<file path="src/rtl/otp_pkg.sv">
package otp_pkg;
  typedef enum logic [1:0] {
    SEL_ONE_LOW  = 2'd0,
    SEL_TWO_LOW  = 2'd1,
    SEL_TWO_HIGH = 2'd2
  } sel_mode_e;
endpackage

</file>
<file path="src/rtl/otp_sel_decode.sv">
module otp_sel_decode #(
  parameter otp_pkg::sel_mode_e SEL_MODE = otp_pkg::SEL_ONE_LOW
) (
  input  logic sel_a,
  input  logic sel_b,
  output logic oe
);
  logic one_low, both_low, both_high;

  assign one_low   = ~sel_a;
  assign both_low  = ~sel_a & ~sel_b;
  assign both_high = sel_a & sel_b;

  always_comb begin
    case (SEL_MODE)
      otp_pkg::SEL_TWO_LOW:  oe = both_low;
      otp_pkg::SEL_TWO_HIGH: oe = both_high;
      default:               oe = one_low;
    endcase
  end
endmodule

</file>
<file path="src/rtl/otp_pgm_ctrl.sv">
module otp_pgm_ctrl #(
  parameter int WORDS = 32,
  parameter int WIDTH = 8,
  parameter int AW    = 5,
  parameter int LBW   = 3,
  parameter int BW    = 4
) (
  input  logic           clk,
  input  logic           rst,
  input  logic           strobe,
  input  logic [AW-1:0]  addr,
  input  logic [BW-1:0]  bit_idx,
  input  logic           oe,
  output logic           we,
  output logic [LBW-1:0] wbit,
  output logic           err
);
  localparam logic [AW:0]   WORDS_V = (AW+1)'(WORDS);
  localparam logic [BW-1:0] WIDTH_V = BW'(WIDTH);

  logic addr_ok, bit_ok;

  assign addr_ok = {1'b0, addr} < WORDS_V;
  assign bit_ok  = bit_idx < WIDTH_V;
  assign we      = strobe & ~oe & addr_ok & bit_ok;
  assign wbit    = bit_idx[LBW-1:0];

  // Refusal flag: one cycle after each strobe taken while outputs enabled
  always_ff @(posedge clk) begin
    if (rst) err <= 1'b0;
    else     err <= strobe & oe;
  end
endmodule

</file>
<file path="src/rtl/otp_fuse_array.sv">
module otp_fuse_array #(
  parameter int WORDS      = 32,
  parameter int WIDTH      = 8,
  parameter bit BLANK_HIGH = 1'b0,
  parameter int AW         = 5,
  parameter int LBW        = 3
) (
  input  logic             clk,
  input  logic             init,
  input  logic             we,
  input  logic [AW-1:0]    waddr,
  input  logic [LBW-1:0]   wbit,
  input  logic [AW-1:0]    raddr,
  output logic [WIDTH-1:0] rdata
);
  localparam logic             BLANK      = BLANK_HIGH;
  localparam logic             PROGRAMMED = ~BLANK_HIGH;
  localparam logic [WIDTH-1:0] BLANK_WORD = {WIDTH{BLANK}};
  localparam logic [AW:0]      WORDS_V    = (AW+1)'(WORDS);

  logic [WIDTH-1:0] cells [WORDS];

  // Only the programmed level is ever written, so a fuse cannot heal
  always_ff @(posedge clk) begin
    if (init) begin
      for (int w = 0; w < WORDS; w++) cells[w] <= BLANK_WORD;
    end else if (we) begin
      cells[waddr][wbit] <= PROGRAMMED;
    end
  end

  assign rdata = ({1'b0, raddr} < WORDS_V) ? cells[raddr] : BLANK_WORD;
endmodule

</file>
<file path="src/rtl/otp_fuse_rom.sv">
module otp_fuse_rom #(
  parameter int                 WORDS      = 32,
  parameter int                 WIDTH      = 8,
  parameter bit                 BLANK_HIGH = 1'b0,
  parameter otp_pkg::sel_mode_e SEL_MODE   = otp_pkg::SEL_ONE_LOW,
  localparam int AW  = (WORDS > 1) ? $clog2(WORDS) : 1,
  localparam int LBW = (WIDTH > 1) ? $clog2(WIDTH) : 1,
  localparam int BW  = LBW + 1
) (
  input  logic             clk,
  input  logic             rst,
  input  logic             fuse_init,
  input  logic [AW-1:0]    rd_addr,
  input  logic             sel_a,
  input  logic             sel_b,
  output logic [WIDTH-1:0] rd_data,
  output logic             rd_oe,
  input  logic [AW-1:0]    pgm_addr,
  input  logic [BW-1:0]    pgm_bit,
  input  logic             pgm_strobe,
  output logic             pgm_err
);
  logic           wr_en;
  logic [LBW-1:0] wr_bit;

  otp_sel_decode #(.SEL_MODE(SEL_MODE)) u_sel (
    .sel_a (sel_a),
    .sel_b (sel_b),
    .oe    (rd_oe)
  );

  otp_pgm_ctrl #(
    .WORDS(WORDS), .WIDTH(WIDTH), .AW(AW), .LBW(LBW), .BW(BW)
  ) u_ctrl (
    .clk     (clk),
    .rst     (rst),
    .strobe  (pgm_strobe),
    .addr    (pgm_addr),
    .bit_idx (pgm_bit),
    .oe      (rd_oe),
    .we      (wr_en),
    .wbit    (wr_bit),
    .err     (pgm_err)
  );

  otp_fuse_array #(
    .WORDS(WORDS), .WIDTH(WIDTH), .BLANK_HIGH(BLANK_HIGH), .AW(AW), .LBW(LBW)
  ) u_array (
    .clk   (clk),
    .init  (fuse_init),
    .we    (wr_en),
    .waddr (pgm_addr),
    .wbit  (wr_bit),
    .raddr (rd_addr),
    .rdata (rd_data)
  );
endmodule

</file>
<file path="config.mk">
export PLATFORM = sky130hd
export DESIGN_NAME = otp_fuse_rom
export DESIGN_NICKNAME = d
export VERILOG_FILES = /design/src/rtl/otp_pkg.sv /design/src/rtl/otp_sel_decode.sv /design/src/rtl/otp_pgm_ctrl.sv /design/src/rtl/otp_fuse_array.sv /design/src/rtl/otp_fuse_rom.sv
export SDC_FILE = /design/constraint.sdc
export NUM_CORES = 1
export LEC_CHECK = 0
export CELL_PAD_IN_SITES_DETAIL_PLACEMENT = 1
export CELL_PAD_IN_SITES_GLOBAL_PLACEMENT = 1
export CORE_ASPECT_RATIO = 1.2
export CORE_MARGIN = 2
export CORE_UTILIZATION = 24
export DETAILED_ROUTE_END_ITERATION = 16
export PLACE_DENSITY = 0.47
export SETUP_SLACK_MARGIN = 0.15
export SLEW_MARGIN = 20
export SYNTH_ARGS = -nofsm -noshare
export SYNTH_HDL_FRONTEND = slang
export SYNTH_SLANG_ARGS = --single-unit
export TNS_END_PERCENT = 30
</file>
<file path="constraint.sdc">
create_clock -name clk -period 5.5 [get_ports clk]
set_input_delay 0.825 -clock clk [delete_from_list [all_inputs] [get_ports clk]]
set_output_delay 0.825 -clock clk [all_outputs]
set_load 0.02 [all_outputs]
</file>
## Word-level counts from Yosys, hierarchy flattened

Memories as Yosys holds them, arrays and structs flattened.
Index checks and enable logic that the tools add are counted.

| storage, ports and cells | value |
|---|---|
| output and inout bits | 10 |
| logic and storage cells | 21 |
| bits in writable memories | 256 |
| memories | 1 |
| flip-flop bits (word level) | 1 |

Memories:

| memory | depth | width | read ports | clocked after Yosys merged registers in | wr ports | RTL line | source |
|---|---|---|---|---|---|---|---|
| u_array.cells | 32 | 8 | 1 | 0 | 32 | otp_fuse_array.sv:21 | `logic [WIDTH-1:0] cells [WORDS];` |

| operators by class | value |
|---|---|
| magnitude comparators | 3 |
| reduce and logical (&&, ||, !) cells | 2 |
| muxes and demuxes | 10 |
| bitwise logic cells | 4 |

Operator list:

| operator | number |
|---|---|
| $mux W8 | 3 |
| $reduce_or A8 Y1 | 1 |
| $mux W1 | 5 |
| $mux W5 | 1 |
| $lt A3 B4 Y1 const B | 1 |
| $lt A4 B4 Y1 const B | 1 |
| $and A1 B1 Y1 | 3 |
| $demux W1 S3 | 1 |
| $ge A3 B1 Y1 const B | 1 |
| $logic_and A1 B1 Y1 | 1 |
| $not A1 Y1 | 1 |

## Depth between registers and ports, before layout

| depth | value |
|---|---|
| depth in word-level cells | 7 |
| mapped depth | 6 |
| gate-level depth less buffers | 3 |

## Cells and area by module

Synthesis repeated with hierarchy kept, for this count alone.

| unflattened totals | value |
|---|---|
| cell total of the unflattened synthesis | 995 |
| area total of the unflattened synthesis | 10232.3 um^2 |

Modules (own cells, without submodules):

| module | area an instance (um^2) | sequential area each (um^2) | cells each | times used |
|---|---|---|---|---|
| otp_fuse_array | 10164.7 | 5124.9 | 988 | 1 |
| otp_pgm_ctrl | 63.8 | 20.0 | 6 | 1 |
| otp_sel_decode | 3.8 | 0.0 | 1 | 1 |

## Worst setup path before layout

OpenSTA, ideal clock, no wires.

| timing path | value |
|---|---|
| kind | input to output |
| from | input rd_addr[2] |
| to | output rd_data[0] |
| data arrival time | 2.598 ns |
| path slack | 2.077 ns |
| buffers on the path | 2 |
| required time | 4.675 ns |
| cell stages on the path | 5 |
| cells stage by stage | clkbuf_1 > clkbuf_1 > mux4_2 > mux4_2 > mux2_2 |

| between the ends | value |
|---|---|
| longest elaborated chain between the ends | 1 |

Ends and longest elaborated chain:

| what | RTL line | source |
|---|---|---|
| from (decl) | otp_fuse_rom.sv:13 | `input logic [AW-1:0] rd_addr,` |
| $mem_v2 Z32 W8 | n/a |  |
| to (decl) | otp_fuse_rom.sv:16 | `output logic [WIDTH-1:0] rd_data,` |

Every way passes these cells.

## Worst setup path in the final report

| timing path | value |
|---|---|
| from | input rd_addr[0] |
| to | output rd_data[4] |

Same word-level chain as after synthesis.

==> results.json <==
{
  "antenna_found_initial": 0,
  "cp.arrival_ns": 3.48,
  "p_total_w": 0.00388,
  "die_width_um": 192,
  "path_cells": "buf_4 > buf_4 > mux4_2 > mux4_2 > mux2_2 > clkdlybuf4s50_1",
  "postCtsHoldBufs": 0,
  "fin_skew_ns": 0,
  "regToRegEndpoint": "u_array.cells[14][2]",
  "rsz0062_at_grt": "no",
  "startpoint_type": "input pin",
  "cts_root_buf": "clkbuf_16",
  "place.gp.congestion": 0.687,
  "drtIter0Drc": 302,
  "holdCritStartpoint": "u_array.cells[28][7]",
  "final_cell_mix": "inv_1, dfxtp_1, o22ai_1, mux4_2, nand2_1",
  "cts_buffer_depth": 3,
  "cp-end-kind": "output pin",
  "grt_pass1_vias": 7417,
  "ir_worst_vdd_uv": 223,
  "syn_nets": 1011,
  "numCtsBuffers": 28,
  "swShare": 0.225,
  "critPathSlowestCell": "mux4_2",
  "finalNetCount": 1010,
  "cp_data_required_time_ns": 4.68,
  "cts_sinks": 257,
  "final.setup.tns_ns": 0,
  "critical_path_class": "input pin to output pin",
  "dpl.hpwl_um": 18900,
  "cts_setup_buffers": 0,
  "p_sw_w": 0.000873,
  "leakagePower_nw": 3.66,
  "holdPathEnd": "u_array.cells[28][7]",
  "globalRouteOverflowTotal": 0,
  "clk_latency_ns": 0.54,
  "worst_pin_slew_ns": 0.987,
  "drive_gt1_frac": 0.150,
  "syn_to_final_growth_pct": 16.6,
  "p_per_area_nw_per_um2": 326,
  "cap_violations": 0,
  "power_frac_comb": 0.040,
  "synth_cell_types": 23,
  "wl_um": 29800,
  "setup_violations": 0,
  "synth_seq_cells": 257,
  "drv_slew": 0,
  "vias": 7174,
  "synth_compound_area_frac": 0.157,
  "drc": 0,
  "syn_inst": 991,
  "die_h_um": 230,
  "p_seq_frac": 0.480,
  "dr.pass1.iters": 6,
  "post_drt_wl_per_cell_um": 19.2,
  "fmax_ghz": 0.232,
  "whs_path_depth": 2,
  "relSlewSlack": 0.342,
  "netlist_area_um2": 10200,
  "grtUsageTotal": 0.137,
  "core_area_um2": 42000,
  "post_cts_resized": 0,
  "crit_family": "multiplexers",
  "num_antenna_cells": 0,
  "portBuffers": 28,
  "clk_pin_slew_ns": 0.06,
  "hold_viol_final": 0,
  "r2r_setup_slack_ns": 4.87,
  "rows": 82,
  "tritoncts": "built",
  "synth_top_family_by_area": "multiplexers",
  "synth.avg_cell_area_um2": 10.3,
  "hp-class": "flip-flop to flip-flop",
  "die_area_um2": 44300,
  "grt_pass1_wl_um": 46200,
  "period_share": 0.782,
  "synthAdderAreaFrac": 0,
  "instances_no_fill": 1556,
  "synth-seq-area-share": 0.503,
  "post-place-cells": 1506,
  "period_minus_slack_ns": 4.30,
  "p_clk_frac": 0.480,
  "yosys.area_share.simple": 0.0283,
  "via_per_inst": 4.61,
  "crit_buf_inv": 3,
  "top_level_ports": 30,
  "postRouteAntennaNets": 0,
  "run_status": "completed",
  "cts_max_level": 1,
  "grt_max_degree": 142,
  "synthMuxAreaShare": 0.185,
  "synth-xor-area-share": 0,
  "reg2regPathDepth": 2,
  "ys_warn_count": 0,
  "intPower_w": 0.00301,
  "initial_utilization": 0.244,
  "worstReg2RegStart": "u_array.cells[14][2]",
  "worst_path_largest_cell_delay_ns": 0.59,
  "cp_max_fo": 15
}
## power by group through the flow
stage,Combinational [W],Clock [W],Sequential (W)
finish,0.000155,0.00186,0.00186
global route,0.000166,0.00201,0.00186
CTS,0.000158,0.00194,0.00186
detailed placement,0.000158,0,0.00190
global placement,0.000157,0,0.00190
floorplan,0.000101,0,0.00191
## layout make-up
cell class	instances	area, um2
multi-input combinational	401	3790
inverter	257	965
timing repair buffer	45	429
sequential	257	5140
tap	546	683
clock buffer	46	890
fill	4717	30000
clock inverter	4	23.8
## cells in the mapped netlist, drive strengths merged
| library cell | count | area share |
|---|---|---|
| dfxtp | 257 | 0.50 |
| inv | 257 | 0.094 |
| o22ai | 256 | 0.16 |
| mux4 | 80 | 0.18 |
| clkbuf | 60 | 0.022 |
| nand2 | 32 | 0.012 |
| buf | 16 | 0.011 |
| mux2 | 8 | 0.0088 |
| nor2b | 4 | 0.0024 |
| nor3b | 4 | 0.0029 |
| and3b | 3 | 0.0026 |
| nand3 | 3 | 0.0015 |
| nand3b | 3 | 0.0022 |
| nor2 | 2 | 0.00073 |
| and2 | 1 | 0.00061 |
| and3 | 1 | 0.00061 |
| nand4 | 1 | 0.00061 |
| nand4b | 1 | 0.00086 |
| nor3 | 1 | 0.00049 |
| nor4bb | 1 | 0.00098 |
## how the worst max path moves through the flow
stage               startpoint    endpoint  slack (ns)  cells past startpoint
global placement    rd_addr[0]  rd_data[4]        1.15                      6
CTS                 rd_addr[0]  rd_data[4]        1.13                      6
detailed placement  rd_addr[0]  rd_data[4]        1.13                      6
floorplan           rd_addr[2]  rd_data[0]        2.08                      5
global route        rd_addr[0]  rd_data[4]        1.08                      6
finish              rd_addr[0]  rd_data[4]        1.20                      6
## cell families (layout without fill, tap and decap cells)
family,count (synthesis),count (layout)
muxes,88,88
buffers and inverters,333,352
and+or+nand+nor,57,57
DFF,257,257
AOI/OAI and AO/OA,256,256
## sequential cells by signal, summed over array words and instances, names as in the netlist
name           count
u_ctrl.err         1
u_array.cells    256
## metrics by stage
stage | area (um2) | setup slack, ns | util | hold WS, ns
6_report | 11900 | 1.20 | 0.284 | 0.457
2_1_floorplan | 10200 | 2.08 | - | 0.437
3_3_place_gp | 11000 | 1.15 | 0.262 | 0.444
5_1_grt | 11900 | 1.08 | 0.284 | 0.480
3_5_place_dp | 11000 | 1.13 | 0.262 | 0.451
4_1_cts | 11900 | 1.13 | 0.284 | 0.461
## metal layers
| metal | track usage | wire (um) | vias to the layer above |
|---|---|---|---|
| li1 | - | - | 3498 |
| met1 | 0.178 | 13500 | 3551 |
| met2 | 0.231 | 14500 | 93 |
| met3 | 0.0224 | 1100 | 32 |
| met4 | 0.0415 | 658 | 0 |
| met5 | 0 | 0 | - |
## tightest hold or removal path: stages (launching register included)
cell and delay (ns):
dfxtp_1 0.31, inv_1 0.05, o22ai_1 0.06
(Power assumes the default switching activity.)
